--- src/rtl/brp_pkg.sv ---
package brp_pkg;
  typedef enum logic [1:0] {
    WM_LONG = 2'b00,
    WM_HALF = 2'b01,
    WM_LANE = 2'b10
  } width_mode_e;
endpackage

--- src/rtl/brp_order_latch.sv ---
module brp_order_latch (
  input  logic clk_i,
  input  logic rst_ni,
  input  logic order_sel_i,
  output logic armed_o,
  output logic order_o
);
  always_ff @(posedge clk_i or negedge rst_ni) begin
    if (!rst_ni) begin
      armed_o <= 1'b0;
      order_o <= 1'b0;
    end else if (!armed_o) begin
      armed_o <= 1'b1;
      order_o <= order_sel_i;
    end
  end
endmodule

--- src/rtl/brp_piece_ctr.sv ---
module brp_piece_ctr
  import brp_pkg::*;
#(
  parameter int LANES = 4,
  localparam int CW = (LANES > 1) ? $clog2(LANES) : 1
) (
  input  logic          clk_i,
  input  logic          rst_ni,
  input  width_mode_e   mode_i,
  input  logic          adv_i,
  output logic [CW-1:0] piece_o,
  output logic          last_o
);
  logic [CW-1:0] last_idx;

  always_comb begin
    unique case (mode_i)
      WM_HALF: last_idx = CW'(1);
      WM_LANE: last_idx = CW'(LANES - 1);
      default: last_idx = '0;
    endcase
  end

  assign last_o = (piece_o == last_idx);

  always_ff @(posedge clk_i or negedge rst_ni) begin
    if (!rst_ni)     piece_o <= '0;
    else if (adv_i)  piece_o <= last_o ? '0 : piece_o + CW'(1);
  end
endmodule

--- src/rtl/brp_lane_mux.sv ---
module brp_lane_mux
  import brp_pkg::*;
#(
  parameter int LANE_W = 9,
  parameter int LANES  = 4,
  localparam int WORD_W = LANE_W * LANES,
  localparam int HALF_W = WORD_W / 2,
  localparam int CW = (LANES > 1) ? $clog2(LANES) : 1
) (
  input  logic [WORD_W-1:0] word_i,
  input  width_mode_e       mode_i,
  input  logic              order_i,
  input  logic [CW-1:0]     piece_i,
  output logic [WORD_W-1:0] data_o
);
  logic [LANE_W-1:0] lanes [LANES];
  logic [HALF_W-1:0] halves [2];
  logic [CW-1:0]     lane_idx;
  logic              half_idx;

  for (genvar g = 0; g < LANES; g++) begin : g_lane
    assign lanes[g] = word_i[g*LANE_W +: LANE_W];
  end
  for (genvar h = 0; h < 2; h++) begin : g_half
    assign halves[h] = word_i[h*HALF_W +: HALF_W];
  end

  // big-endian walks from the top piece down
  assign lane_idx = order_i ? CW'(LANES - 1) - piece_i : piece_i;
  assign half_idx = order_i ? ~piece_i[0] : piece_i[0];

  always_comb begin
    data_o = '0;
    unique case (mode_i)
      WM_HALF: data_o[HALF_W-1:0] = halves[half_idx];
      WM_LANE: data_o[LANE_W-1:0] = lanes[lane_idx];
      default: data_o = word_i;
    endcase
  end
endmodule

--- src/rtl/bus_match_rd_port.sv ---
module bus_match_rd_port
  import brp_pkg::*;
#(
  parameter int LANE_W = 9,
  parameter int LANES  = 4,
  localparam int WORD_W = LANE_W * LANES,
  localparam int CW = (LANES > 1) ? $clog2(LANES) : 1
) (
  input  logic              clk_i,
  input  logic              rst_ni,
  input  logic [1:0]        width_sel_i,
  input  logic              order_sel_i,
  input  logic [WORD_W-1:0] fifo_data_i,
  input  logic              fifo_empty_i,
  output logic              fifo_rd_o,
  input  logic              rd_i,
  output logic [WORD_W-1:0] data_o,
  output logic              empty_o
);
  width_mode_e       mode;
  logic              armed_q, order_q;
  logic              loaded_q, rd_acc, last;
  logic [CW-1:0]     piece;
  logic [WORD_W-1:0] word_q;

  assign mode = (width_sel_i == 2'b11) ? WM_LONG : width_mode_e'(width_sel_i);

  brp_order_latch u_order (
    .clk_i, .rst_ni, .order_sel_i,
    .armed_o(armed_q), .order_o(order_q)
  );

  brp_piece_ctr #(.LANES(LANES)) u_ctr (
    .clk_i, .rst_ni, .mode_i(mode), .adv_i(rd_acc),
    .piece_o(piece), .last_o(last)
  );

  brp_lane_mux #(.LANE_W(LANE_W), .LANES(LANES)) u_mux (
    .word_i(word_q), .mode_i(mode), .order_i(order_q),
    .piece_i(piece), .data_o(data_o)
  );

  assign rd_acc    = rd_i && loaded_q;
  assign fifo_rd_o = armed_q && !fifo_empty_i && (!loaded_q || (rd_acc && last));
  assign empty_o   = !loaded_q;

  always_ff @(posedge clk_i or negedge rst_ni) begin
    if (!rst_ni) begin
      loaded_q <= 1'b0;
      word_q   <= '0;
    end else if (fifo_rd_o) begin
      loaded_q <= 1'b1;
      word_q   <= fifo_data_i;
    end else if (rd_acc && last) begin
      loaded_q <= 1'b0;
    end
  end
endmodule

--- config.mk ---
export PLATFORM = sky130hd
export DESIGN_NAME = bus_match_rd_port
export DESIGN_NICKNAME = d
export VERILOG_FILES = /design/src/rtl/brp_pkg.sv /design/src/rtl/brp_order_latch.sv /design/src/rtl/brp_piece_ctr.sv /design/src/rtl/brp_lane_mux.sv /design/src/rtl/bus_match_rd_port.sv
export SDC_FILE = /design/constraint.sdc
export NUM_CORES = 1
export LEC_CHECK = 0
export BUFFER_PORTS_ARGS = -buffer_cell sky130_fd_sc_hd__buf_2
export CELL_PAD_IN_SITES_DETAIL_PLACEMENT = 1
export CELL_PAD_IN_SITES_GLOBAL_PLACEMENT = 2
export CORE_ASPECT_RATIO = 0.8
export CORE_MARGIN = 2
export CORE_UTILIZATION = 35
export DETAILED_ROUTE_END_ITERATION = 8
export PLACE_DENSITY_LB_ADDON = 0.1
export SLEW_MARGIN = 5
export SYNTH_ARGS = -nofsm -noshare
export SYNTH_HDL_FRONTEND = slang
export SYNTH_HIERARCHICAL = 1
export SYNTH_SLANG_ARGS = --single-unit
--- constraint.sdc ---
create_clock -name clk_i -period 8 [get_ports clk_i]
set_input_delay 2.4 -clock clk_i [delete_from_list [all_inputs] [get_ports clk_i]]
set_output_delay 2.4 -clock clk_i [all_outputs]
set_load 0.01 [all_outputs]
## After elaboration in Yosys (flattened, before gate mapping)

Cells that the tools add are included.

| cells by class | value |
|---|---|
| reductions and logical operators | 9 |
| multipliers | 0 |
| mux-type cells | 16 |
| bitwise logic cells | 3 |
| divide/modulo/power cells | 0 |
| magnitude comparators | 2 |
| add/sub/neg operators | 2 |
| shift operators | 0 |
| equal/unequal tests | 4 |

Operator list:

| cell | count |
|---|---|
| 18-bit two-way mux | 4 |
| 9-bit one-hot mux with 2 select lines | 2 |
| 9-bit binary-select mux with 2-bit select | 1 |
| 9-bit two-way mux | 2 |
| 2-bit two-way mux | 3 |
| 2-bit == test, second input constant | 2 |
| 1-bit logical AND | 4 |
| 2-bit one-hot mux with 2 select lines | 1 |
| 3-bit >= comparator, second input constant | 1 |
| 1-bit two-way mux | 3 |
| 2-bit inverter with 3-bit output | 1 |
| 2-bit by 1-bit adder with 2-bit output, second input constant | 1 |
| 2-bit by 1-bit == test with 1-bit output, second input constant | 1 |
| 2-bit == test | 1 |
| 2-bit >= comparator, second input constant | 1 |
| 1-bit zero test | 2 |
| 1-bit inverter with 2-bit output | 1 |
| 2-bit nonzero test | 1 |
| 2-bit OR reduction | 1 |
| 2-bit subtractor, first input constant | 1 |
| 1-bit logical OR | 1 |
| 1-bit inverter | 1 |

| storage, ports and cells | value |
|---|---|
| output and inout port bits | 38 |
| latch bits | 0 |
| ROM bits | 0 |
| word-level logic and storage cells | 41 |
| bits in registers | 41 |
| RAM bits | 0 |
| memories | 0 |

## Longest topological paths before layout

Gate-level depths: netlist of the first run.

| depth | value |
|---|---|
| word-level depth | 9 |
| gate-level depth with buffers | 9 |

## Cells and area by module

Netlist of the first run, hierarchy kept.

Modules (own cells, without submodules):

| module | times used | cells an instance | area each (µm²) |
|---|---|---|---|
| bus_match_rd_port | 1 | 85 | 1428.9 |
| brp_lane_mux | 1 | 170 | 1241.2 |
| brp_piece_ctr | 1 | 14 | 137.6 |
| brp_order_latch | 1 | 4 | 68.8 |

## Worst setup path before layout of the first run

OpenSTA, ideal clock, no wires.

| path | value |
|---|---|
| kind | input to output |
| from | in width_sel_i[0] |
| to | out fifo_rd_o |
| setup slack | 1.818 ns |
| buffers on the path | 1 |
| cell stages on the path | 8 |
| arrival time | 3.782 ns |
| cell sequence | nor2b_1 inv_1 ha_1 xnor2_1 nor2_1 nand2_1 a21oi_4 buf_6 |

| between the ends | value |
|---|---|
| word-level cells in the longest chain between the ends | 8 |
| elaborated cells on any way between the ends | 9 |

RTL lines:

| element | RTL line | RTL |
|---|---|---|
| start: declaration | bus_match_rd_port.sv:11 | `input logic [1:0] width_sel_i,` |
| 2-bit == test | bus_match_rd_port.sv:26 | `assign mode = (width_sel_i == 2'b11) ? WM_LONG : width_mode_e'(width_sel_i);` |
| 2-bit two-way mux * | bus_match_rd_port.sv:26 |  |
| 2-bit == test / 2-bit by 1-bit == test with 1-bit output (equally long branches) | brp_piece_ctr.sv:17 | `unique case (mode_i)` |
| 2-bit one-hot mux with 2 select lines * | brp_piece_ctr.sv:17 |  |
| 2-bit == test * | brp_piece_ctr.sv:24 | `assign last_o = (piece_o == last_idx);` |
| named net last | bus_match_rd_port.sv:22 | `logic loaded_q, rd_acc, last;` |
| 1-bit logical AND * | bus_match_rd_port.sv:44 | `assign fifo_rd_o = armed_q && !fifo_empty_i && (!loaded_q \|\| (rd_acc && last));` |
| 1-bit logical OR * | bus_match_rd_port.sv:44 |  |
| 1-bit logical AND * | bus_match_rd_port.sv:44 |  |
| end: declaration | bus_match_rd_port.sv:15 | `output logic fifo_rd_o,` |

The timed path passes the listed nets; every way through them passes the cells marked *.

## Worst setup path after layout of the first run

| path | value |
|---|---|
| from | in width_sel_i[0] |
| to | out data_o[2] |

| between the ends | value |
|---|---|
| word-level cells in the longest chain between the ends | 4 |
| elaborated cells on any way between the ends | 5 |

RTL lines:

| element | RTL line | RTL |
|---|---|---|
| 2-bit == test | bus_match_rd_port.sv:26 |  |
| 2-bit two-way mux * | bus_match_rd_port.sv:26 |  |
| named net mode[0] | bus_match_rd_port.sv:20 | `width_mode_e mode;` |
| 2-bit == test / 2-bit by 1-bit == test with 1-bit output (equally long branches) | brp_lane_mux.sv:34 | `unique case (mode_i)` |
| 9-bit one-hot mux with 2 select lines * | brp_lane_mux.sv:34 |  |
| end: declaration | bus_match_rd_port.sv:17 | `output logic [WORD_W-1:0] data_o,` |

Marked as above.

==> flow_metrics.env, run 1 <==
export IMPL_final_max_slew_viol_count=0
export IMPL_hpwl_um=5480
export IMPL_start_kind="input port"
export IMPL_syn2layout_area_growth_pct=18.4
export IMPL_initial_core_util_pct=36.2
export IMPL_cts_hold_fix_buffers=0
export IMPL_ios=81
export IMPL_p_leak_nw=1.58
export IMPL_hold_path_class="flop to flop"
export IMPL_synth_cells=273
export IMPL_dr_pass1_iters=4
export IMPL_place_worst_setup_slack_ns=1.30
export IMPL_cts_root_buf="clkbuf_8"
export IMPL_cts_setup_buffers=0
export IMPL_drc=0
export IMPL_arrival_ns=4.28
export IMPL_diodes=0
export IMPL_rsz0062_at_grt="false"
export IMPL_grt_max_degree=44
export IMPL_grt_overflow=0
export IMPL_ir_worst_vdd_mv=0.142
export IMPL_p_seq_share_pct=35.4
export IMPL_status="finished clean"
export IMPL_slew_headroom_pct=18.9
export IMPL_dieArea_um2=8960
export IMPL_cts_sinks=41
export IMPL_finalCriticalPeriod_ns=6.68
export IMPL_avgSynthCellArea_um2=10.5
export IMPL_yosys_most_used_dff="dfrtp_1"
export IMPL_fp_coreArea_um2=7950
export IMPL_ys_seq_elements=41
export IMPL_clockPowerShare_pct=13.4
export IMPL_cp_max_fo=12
export IMPL_async_reset_ff_share_pct=100
export IMPL_netlist_area_um2=2880
export IMPL_synth_cell_types=42
export IMPL_setup_tns_final_ns=0
export IMPL_cts_htree_levels=2
export IMPL_antenna_found_initial=0
export IMPL_grt_pass1_wl_um=13000
export IMPL_synth_area_leaders="dfrtp_1, mux2_2, mux2i_1, and2_1, a22o_1"
export IMPL_powerDensity_nw_per_um2=377
export IMPL_gp_congestion=0.760
export IMPL_cts_buffer_depth=2
export IMPL_grt_pass1_vias=2395
export IMPL_routed_via_density=5.33
export IMPL_seq_area_frac_synth_pct=35.7
export IMPL_yosysTopAreaCell="dfrtp_1"
export IMPL_cts_tree="done"
export IMPL_ys_warnings_count=6
export IMPL_finalWirelength_um=8030
export IMPL_finClkSkew_ns=0.00977
export IMPL_hold_viol_final=0
export IMPL_path_clk_slew_ns=0.09
export IMPL_synth_edf_count=0
export IMPL_fin_crit_sh_pct=83.5
export IMPL_setup_slack_ns=1.32
export IMPL_die_h_um=85.1
export IMPL_drtIter0Drc=105
export IMPL_port_buffers=80
export IMPL_drt_antenna_violating_nets=0
export IMPL_p_int_uw=747
export IMPL_synth_nets=319
export IMPL_switchingPower_uw=536
export IMPL_netSwitchingFraction_pct=41.8
export IMPL_drv_cap=0
export IMPL_wl_per_cell_um=17.8
export IMPL_holdWs_ns=0.549
export IMPL_yosysTopAreaCellShare_pct=35.7
export IMPL_rows=29
export IMPL_power_frac_comb_pct=51.1
export IMPL_gr_usage_all_layers_pct=18.3
export IMPL_worstSetupEndpointType="primary output"
export IMPL_postCtsResizedCells=0
export IMPL_vias=2410
export IMPL_fin_nets=389
export IMPL_required_ns=5.60
export IMPL_tightest_slew_ns=1.21
export IMPL_worstSetupPathType="input port to primary output"
export IMPL_die_width_um=105
export IMPL_drive_gt1_share_pct=39.0
export IMPL_clkLatencyLatePin_ns=0.29
export IMPL_fmax_ghz=0.150
export IMPL_numCtsBuffers=5
export IMPL_setup_violations=0
[metrics by stage]
| step | power (mW) | cell area [um2] | utilization, % | instances |
|---|---|---|---|---|
| 2_1_floorplan | 0.927 | 2880 | - | 273 |
| 3_3_place_gp | 1.10 | 3290 | 41.4 | 444 |
| 3_5_place_dp | 1.12 | 3290 | 41.4 | 444 |
| 4_1_cts | 1.30 | 3400 | 42.8 | 452 |
| 5_1_grt | 1.39 | 3400 | 42.8 | 452 |
| 6_report | 1.28 | 3400 | 42.8 | 452 |
[synth_stat cells (2+ instances only)]
cell type and number:
nand2_1 20, a22oi_1 9, a22o_1 16, and3_1 2, ha_1 3, a32oi_1 2
inv_1 5, buf_6 6, buf_2 5, nor2b_1 4, mux2i_1 32, xor2_1 2
a221oi_1 8, nand3_1 7, o21ai_0 3, o21ai_1 7, buf_1 2, mux2_2 37
and2_1 26, clkbuf_1 6, nor2_1 3, dfrtp_1 41, nor3b_1 8
[power by group through the flow]
stage	Sequential (mW)	Combinational, mW	Clock [mW]
2_1_floorplan	0.403	0.524	0
3_3_place_gp	0.450	0.650	0
3_5_place_dp	0.459	0.660	0
4_1_cts	0.454	0.665	0.178
5_1_grt	0.475	0.723	0.188
6_report	0.455	0.656	0.172
[final timing paths]
check	start	endpoint	depth (start not counted)	slack [ns]
min in group asynchronous	rst_ni	word_q[29]	1	2.26
worst min register to register	word_q[6]	word_q[6]	1	0.55
worst max register to register	u_ctr/piece_o[0]	word_q[31]	7	5.54
max in group asynchronous	rst_ni	u_ctr/piece_o[0]	1	5.08
worst max-delay path	width_sel_i[0]	data_o[2]	9	1.32
worst min-delay path	word_q[6]	word_q[6]	1	0.55
[state kept, by name, summed over array words and instances (netlist names)]
register and flops:
word_q 36, u_ctr/piece_o 2, loaded_q 1, u_order/armed_o 1, u_order/order_o 1
[routing by layer]
layer / up-vias / wire length (um) / GRT usage [%]
met5: - / 0 / 0
met1: 1186 / 4060 / 27.5
met4: 0 / 53 / 3.64
met3: 6 / 581 / 4.69
li1: 1134 / - / -
met2: 84 / 3340 / 26.5
[critical path, stage by stage]
cell      delay (ns)
buf_2           0.08
nor2b_1         0.21
inv_1           0.07
ha_1            0.44
nand2b_1        0.41
a221oi_1        0.35
nand2_1         0.08
nand3_1         0.08
buf_2           0.14
[layout by cell type, fill, tap and decap left out, drive strengths merged, types with 2 or more instances in the layout]
cell type / Yosys / final
ha: 3 / 3
and2: 27 / 27
inv: 5 / 5
buf: 15 / 84
clkbuf: 6 / 6
xnor2: 2 / 2
nand3: 7 / 7
nor2b: 4 / 4
xor2: 2 / 2
a21oi: 2 / 2
nor2: 3 / 3
a221oi: 8 / 8
a22oi: 9 / 9
nor3b: 8 / 8
nand2: 20 / 20
mux2i: 32 / 32
mux2: 39 / 39
o21ai: 10 / 10
a22o: 16 / 16
and3: 2 / 2
a32oi: 2 / 2
nand2b: 2 / 2
dfrtp: 41 / 41
[kinds of logic (layout without fill, tap and decap cells)]
kind of cell             count (synthesis)  in the layout  synth area share, %
AO/OA/AOI/OAI                           52             52                 14.4
XOR/XNOR                                 4              4                 1.48
adder cells (fa/ha/maj)                  3              3                 1.31
buffers and inverters                   26             97                 5.87
flip-flops                              41             41                 35.7
multiplexers                            71             71                 26.5
other                                    1              1                0.130
AND/OR/NAND/NOR                         75             75                 14.7
[cell type report]
cell class,count,area [um2]
Clock inverter,2,38.8
Timing Repair Buffer,84,430
Sequential cell,41,1030
Fill cell,947,4540
Tap cell,108,135
Multi-Input combinational cell,206,1680
Clock buffer,6,72.6
Inverter,5,18.8
Power figures use the tool's default switching activity.
==> run 2, diff against run 1 <==
--- a/config.mk
+++ b/config.mk
@@ -5,12 +5,13 @@
 export SDC_FILE = /design/constraint.sdc
 export NUM_CORES = 1
 export LEC_CHECK = 0
+export ABC_AREA = 1
 export BUFFER_PORTS_ARGS = -buffer_cell sky130_fd_sc_hd__buf_2
 export CELL_PAD_IN_SITES_DETAIL_PLACEMENT = 1
 export CELL_PAD_IN_SITES_GLOBAL_PLACEMENT = 2
 export CORE_ASPECT_RATIO = 0.8
 export CORE_MARGIN = 2
-export CORE_UTILIZATION = 35
+export CORE_UTILIZATION = 28
 export DETAILED_ROUTE_END_ITERATION = 8
 export PLACE_DENSITY_LB_ADDON = 0.1
 export SLEW_MARGIN = 5
==> constraint.sdc (replaced) <==
create_clock -name clk_i -period 7 [get_ports clk_i]
set_input_delay 2.1 -clock clk_i [delete_from_list [all_inputs] [get_ports clk_i]]
set_output_delay 2.1 -clock clk_i [all_outputs]
set_load 0.01 [all_outputs]
==> flow_metrics.env, run 2 <==
export IMPL_drt_antenna_violating_nets=0
export IMPL_cts_htree_levels=2
export IMPL_dieArea_um2=11500
export IMPL_worstSetupEndpointType="primary output"
export IMPL_yosysTopAreaCell="dfrtp_1"
export IMPL_synth_nets=509
export IMPL_cts_hold_fix_buffers=0
export IMPL_cts_root_buf="clkbuf_16"
export IMPL_top_register="word_q"
export IMPL_gp_congestion=0.813
export IMPL_cts_sinks=41
export IMPL_avgSynthCellArea_um2=6.43
export IMPL_setup_slack_ns=1.10
export IMPL_postCtsResizedCells=0
export IMPL_tightest_slew_ns=0.977
export IMPL_grt_pass1_wl_um=15900
export IMPL_antenna_found_initial=0
export IMPL_grt_pass1_vias=3010
export IMPL_synth_cell_types=26
export IMPL_routed_via_density=4.58
export IMPL_p_leak_nw=2.20
export IMPL_yosysTopAreaCellShare_pct=34.5
export IMPL_cts_tree="done"
export IMPL_diodes=0
export IMPL_cts_setup_buffers=0
export IMPL_path_clk_slew_ns=0.06
export IMPL_wl_per_cell_um=14.7
export IMPL_worstSetupPathType="input port to primary output"
export IMPL_rows=33
export IMPL_layout_cells_non_filler=673
export IMPL_syn2layout_area_growth_pct=20.2
export IMPL_finClkSkew_ns=0.00377
export IMPL_rsz0062_at_grt="false"
export IMPL_die_width_um=119
export IMPL_die_h_um=96.2
export IMPL_place_worst_setup_slack_ns=1.08
export IMPL_slew_headroom_pct=34.8
export IMPL_cts_buffer_depth=2
export IMPL_fmax_ghz=0.170
export IMPL_synth_area_leaders="dfrtp_1, nand2_1, nand3_1, inv_1, a21oi_2"
export IMPL_hold_viol_final=0
export IMPL_ys_seq_elements=41
export IMPL_yosys_most_used_dff="dfrtp_1"
export IMPL_max_stage_delay_ns=0.28
export IMPL_ios=81
export IMPL_numCtsBuffers=5
export IMPL_mostFrequentLayoutCell="nand2_1"
export IMPL_synth_cells=463
export IMPL_dr_pass1_iters=4
export IMPL_cp_max_fo=25
export IMPL_drtIter0Drc=160
export IMPL_ir_worst_vdd_mv=0.106
export IMPL_place_inst=665
export IMPL_finalCriticalPeriod_ns=5.90
export IMPL_finalWirelength_um=9880
export IMPL_mostFrequentLayoutCells="nand2_1, nand3_1, buf_2, inv_1, dfrtp_1"
export IMPL_synth_edf_count=0
export IMPL_gr_usage_all_layers_pct=18.0
export IMPL_grt_overflow=0
export IMPL_seq_area_frac_synth_pct=34.5
export IMPL_clkLatencyLatePin_ns=0.28
export IMPL_drv_cap=0
export IMPL_reg_top3="word_q: 36 flops, u_ctr/piece_o: 2 flops"
export IMPL_slowest_stage="ha_1"
export IMPL_fp_coreArea_um2=10300
export IMPL_hpwl_um=7390
export IMPL_powerDensity_nw_per_um2=421
export IMPL_arrival_ns=3.80
export IMPL_initial_core_util_pct=28.9
export IMPL_grt_max_degree=42
export IMPL_fin_nets=578
export IMPL_fin_crit_sh_pct=84.3
export IMPL_netlist_area_um2=2980
export IMPL_synth_common_cells="nand2_1, nand3_1, inv_1"
export IMPL_status="finished clean"
export IMPL_setup_tns_final_ns=0
export IMPL_required_ns=4.90
export IMPL_crit_chain="buf_2, inv_1, nor2_1, inv_1, ha_1, buf_4, clkinv_1, buf_4, nand2_1, inv_2, a21oi_2, buf_2"
export IMPL_setup_violations=0
export IMPL_hold_path_class="flop to flop"
export IMPL_vias=3085
export IMPL_final_max_slew_viol_count=0
export IMPL_drc=0
export IMPL_ys_warnings_count=6
export IMPL_crit_family="buffers and inverters"
export IMPL_async_reset_ff_share_pct=100
export IMPL_start_kind="input port"
export IMPL_drive_gt1_share_pct=24.4
export IMPL_path_buf_inv=8
export IMPL_largest_reg_flops=36
export IMPL_port_buffers=80
export IMPL_synth_most_common_cell="nand2_1"
[run 2: kinds of logic after synthesis]
kind of cell    share of synthesized area, %
xor+xnor                                1.14
fa+ha+maj                               1.26
other cells                            0.126
simple gates                            41.9
flops                                   34.5
compound gates                          4.16
buf+inv                                 16.9
[run 2: per-stage QoR]
step	hold slack [ns]	area, um2	util, %	power, mW
6_report	0.501	3580	34.8	1.50
4_1_cts	0.501	3580	34.8	1.53
3_3_place_gp	0.484	3430	33.4	1.27
3_5_place_dp	0.485	3430	33.4	1.29
5_1_grt	0.532	3580	34.8	1.66
2_1_floorplan	0.455	2980	-	1.01
[run 2: power by group]
| part | internal, mW | switching [mW] | total [mW] |
|---|---|---|---|
| combinational | 0.280 | 0.517 | 0.797 |
| sequential | 0.353 | 0.122 | 0.474 |
| clock | 0.133 | 0.100 | 0.233 |
| total | 0.765 | 0.740 | 1.50 |
[run 2: path summary, 6_finish.rpt]
| kind | from | endpoint | slack (ns) | cells past startpoint |
|---|---|---|---|---|
| hold / removal | word_q[21] | word_q[21] | 0.50 | 2 |
| setup reg to reg | u_ctr/piece_o[0] | word_q[3] | 5.26 | 10 |
| max in group asynchronous | rst_ni | word_q[7] | 4.42 | 1 |
| hold reg to reg | word_q[21] | word_q[21] | 0.50 | 2 |
| setup / recovery | width_sel_i[0] | data_o[8] | 1.10 | 12 |
| min in group asynchronous | rst_ni | u_order/order_o | 1.98 | 1 |
[run 2: tightest hold or removal path, delay by kind of cell, from the launching register on]
kind | cells | cell delay [ns]
DFF | 1 | 0.37
and+or+nand+nor | 2 | 0.11
[run 2: area by class of cell]
class                           count  area [um2]
Fill cell                        1351        6700
Multi-Input combinational cell    308        1450
Sequential cell                    41        1030
Timing Repair Buffer               85         438
Inverter                           91         347
Tap cell                          140         175
Clock buffer                        5         125
Clock inverter                      3        21.3
[run 2: per-layer routing]
layer  up-vias  wire length [um]  track usage (%)
met2        51              4370             28.2
met3         2               357             2.78
met1      1485              5120             26.5
met4         0                30             2.68
met5         -                 0                0
li1       1547                 -                -
==> run 3, diff against run 2 <==
==> constraint.sdc (replaced) <==
create_clock -name clk_i -period 6 [get_ports clk_i]
set_input_delay 1.8 -clock clk_i [delete_from_list [all_inputs] [get_ports clk_i]]
set_output_delay 1.8 -clock clk_i [all_outputs]
set_load 0.01 [all_outputs]
==> flow_metrics.env, run 3 (synthesis results as in run 2) <==
export IMPL_rsz0062_at_grt="false"
export IMPL_setup_tns_final_ns=0
export IMPL_powerDensity_nw_per_um2=502
export IMPL_rr_worst_depth=10
export IMPL_drtIter0Drc=88
export IMPL_top_register="word_q"
export IMPL_cts_sinks=41
export IMPL_p_leak_nw=2.21
export IMPL_rows=33
export IMPL_hold_viol_final=0
export IMPL_wl_per_cell_um=14.9
export IMPL_mostFrequentLayoutCells="nand2_1, nand3_1, buf_2, inv_1, dfrtp_1"
export IMPL_hold_path_class="flop to flop"
export IMPL_mostFrequentLayoutCell="nand2_1"
export IMPL_slew_headroom_pct=36.9
export IMPL_drt_antenna_violating_nets=0
export IMPL_hpwl_um=7390
export IMPL_cts_hold_fix_buffers=0
export IMPL_die_width_um=119
export IMPL_crit_top_cell="buf_2"
export IMPL_start_kind="input port"
export IMPL_syn2layout_area_growth_pct=21.1
export IMPL_postCtsResizedCells=0
export IMPL_hold_path_endpoint="word_q[20]"
export IMPL_setup_violations=0
export IMPL_numCtsBuffers=5
export IMPL_cts_setup_buffers=0
export IMPL_final_util_pct=35.0
export IMPL_tightest_slew_ns=0.946
export IMPL_cp_max_fo=16
export IMPL_cts_root_buf="clkbuf_16"
export IMPL_drive_gt1_share_pct=24.2
export IMPL_regArea_um2=1030
export IMPL_ir_worst_vdd_mv=0.133
export IMPL_hold_path_depth=2
export IMPL_grt_overflow=0
export IMPL_vias=3044
export IMPL_cts_buffer_depth=2
export IMPL_multiInputGateArea_um2=1450
export IMPL_fmax_ghz=0.184
export IMPL_largest_reg_flops=36
export IMPL_grt_pass1_wl_um=16400
export IMPL_drc=0
export IMPL_dieArea_um2=11500
export IMPL_drv_cap=0
export IMPL_reg_top3="word_q: 36 flops, u_ctr/piece_o: 2 flops"
export IMPL_ios=81
export IMPL_clkLatencyLatePin_ns=0.28
export IMPL_fin_nets=578
export IMPL_final_max_slew_viol_count=0
export IMPL_final_fill_count=1384
export IMPL_grt_max_degree=42
export IMPL_fin_crit_sh_pct=90.3
export IMPL_dr_pass1_iters=4
export IMPL_finalCriticalPeriod_ns=5.42
export IMPL_gp_congestion=0.825
export IMPL_slowest_stage="clkinv_1"
export IMPL_r2r_start="u_ctr/piece_o[0]"
export IMPL_finClkSkew_ns=0.00425
export IMPL_cts_tree="done"
export IMPL_gr_usage_all_layers_pct=18.3
export IMPL_port_buffers=80
export IMPL_die_h_um=96.2
export IMPL_initial_core_util_pct=28.9
export IMPL_routed_via_density=4.52
export IMPL_worstSetupEndpointType="primary output"
export IMPL_crit_chain="buf_2, nor2_1, inv_1, ha_1, clkinv_1, buf_4, nand2_1, inv_2, a21oi_2, buf_2"
export IMPL_max_stage_delay_ns=0.41
export IMPL_finalWirelength_um=10000
export IMPL_required_ns=4.20
export IMPL_path_clk_slew_ns=0.06
export IMPL_diodes=0
export IMPL_worstHoldStart="word_q[20]"
export IMPL_regToRegEndpoint="word_q[0]"
export IMPL_reg2reg_slack_ns=4.20
export IMPL_antenna_found_initial=0
export IMPL_worstSetupPathType="input port to primary output"
export IMPL_grt_pass1_vias=3185
export IMPL_status="finished clean"
export IMPL_fp_coreArea_um2=10300
export IMPL_cts_htree_levels=2
export IMPL_arrival_ns=3.62
-- run 3: cell count changes in the layout (fill, tap and decap cells not counted) --
cell,before,now
clkbuf_8,0,1
clkinv_2,1,0
clkinvlp_4,1,0
inv_6,1,0
clkbuf_1,0,1
bufinv_16,0,1
-- run 3: worst max path at each step --
stage	endpoint	start	slack, ns
final	data_o[7]	width_sel_i[1]	0.58
after global routing	data_o[7]	width_sel_i[0]	0.42
after floorplan	fifo_rd_o	width_sel_i[0]	1.11
after global placement	data_o[3]	width_sel_i[1]	0.66
after detailed placement	data_o[7]	width_sel_i[1]	0.56
after CTS	data_o[7]	width_sel_i[1]	0.57
-- run 3: stage by stage --
| stage | hold slack, ns | instance area, um2 | power (mW) | instances | setup slack [ns] |
|---|---|---|---|---|---|
| 3_5_place_dp | 0.489 | 3430 | 1.50 | 665 | 0.558 |
| 2_1_floorplan | 0.455 | 2980 | 1.18 | 463 | 1.11 |
| 6_report | 0.497 | 3600 | 1.81 | 673 | 0.579 |
| 5_1_grt | 0.537 | 3600 | 1.99 | 673 | 0.416 |
| 4_1_cts | 0.505 | 3600 | 1.83 | 673 | 0.566 |
| 3_3_place_gp | 0.486 | 3430 | 1.49 | 665 | 0.657 |
-- run 3: cell type report --
type / instances / share of cell area (%)
multi-input cells: 308 / 40.1
flip-flops and latches: 41 / 28.5
well taps: 140 / 4.86
clock buffers: 7 / 3.96
clock inverters: 1 / 0.833
repair buffers: 85 / 12.2
inverters: 91 / 9.62
-- run 3: worst max-delay path: cells and delay by family --
kind	cells	cell delay, ns
adders and majority gates	1	0.30
buffers and inverters	6	1.12
and+or+nand+nor	2	0.29
AOI/OAI and AO/OA	1	0.11
-- run 3: power by group --
part	switching, mW	internal, mW
registers	0.147	0.411
clock network	0.110	0.208
logic	0.606	0.326
total	0.863	0.946
-- run 3: routing by layer --
layer	share of wire (%)	GRT usage [%]	vias to the layer above
met5	0	0	-
met4	0.74	3.67	0
met3	3.1	2.31	6
met2	45	29.5	59
met1	52	26.4	1437
li1	-	-	1542
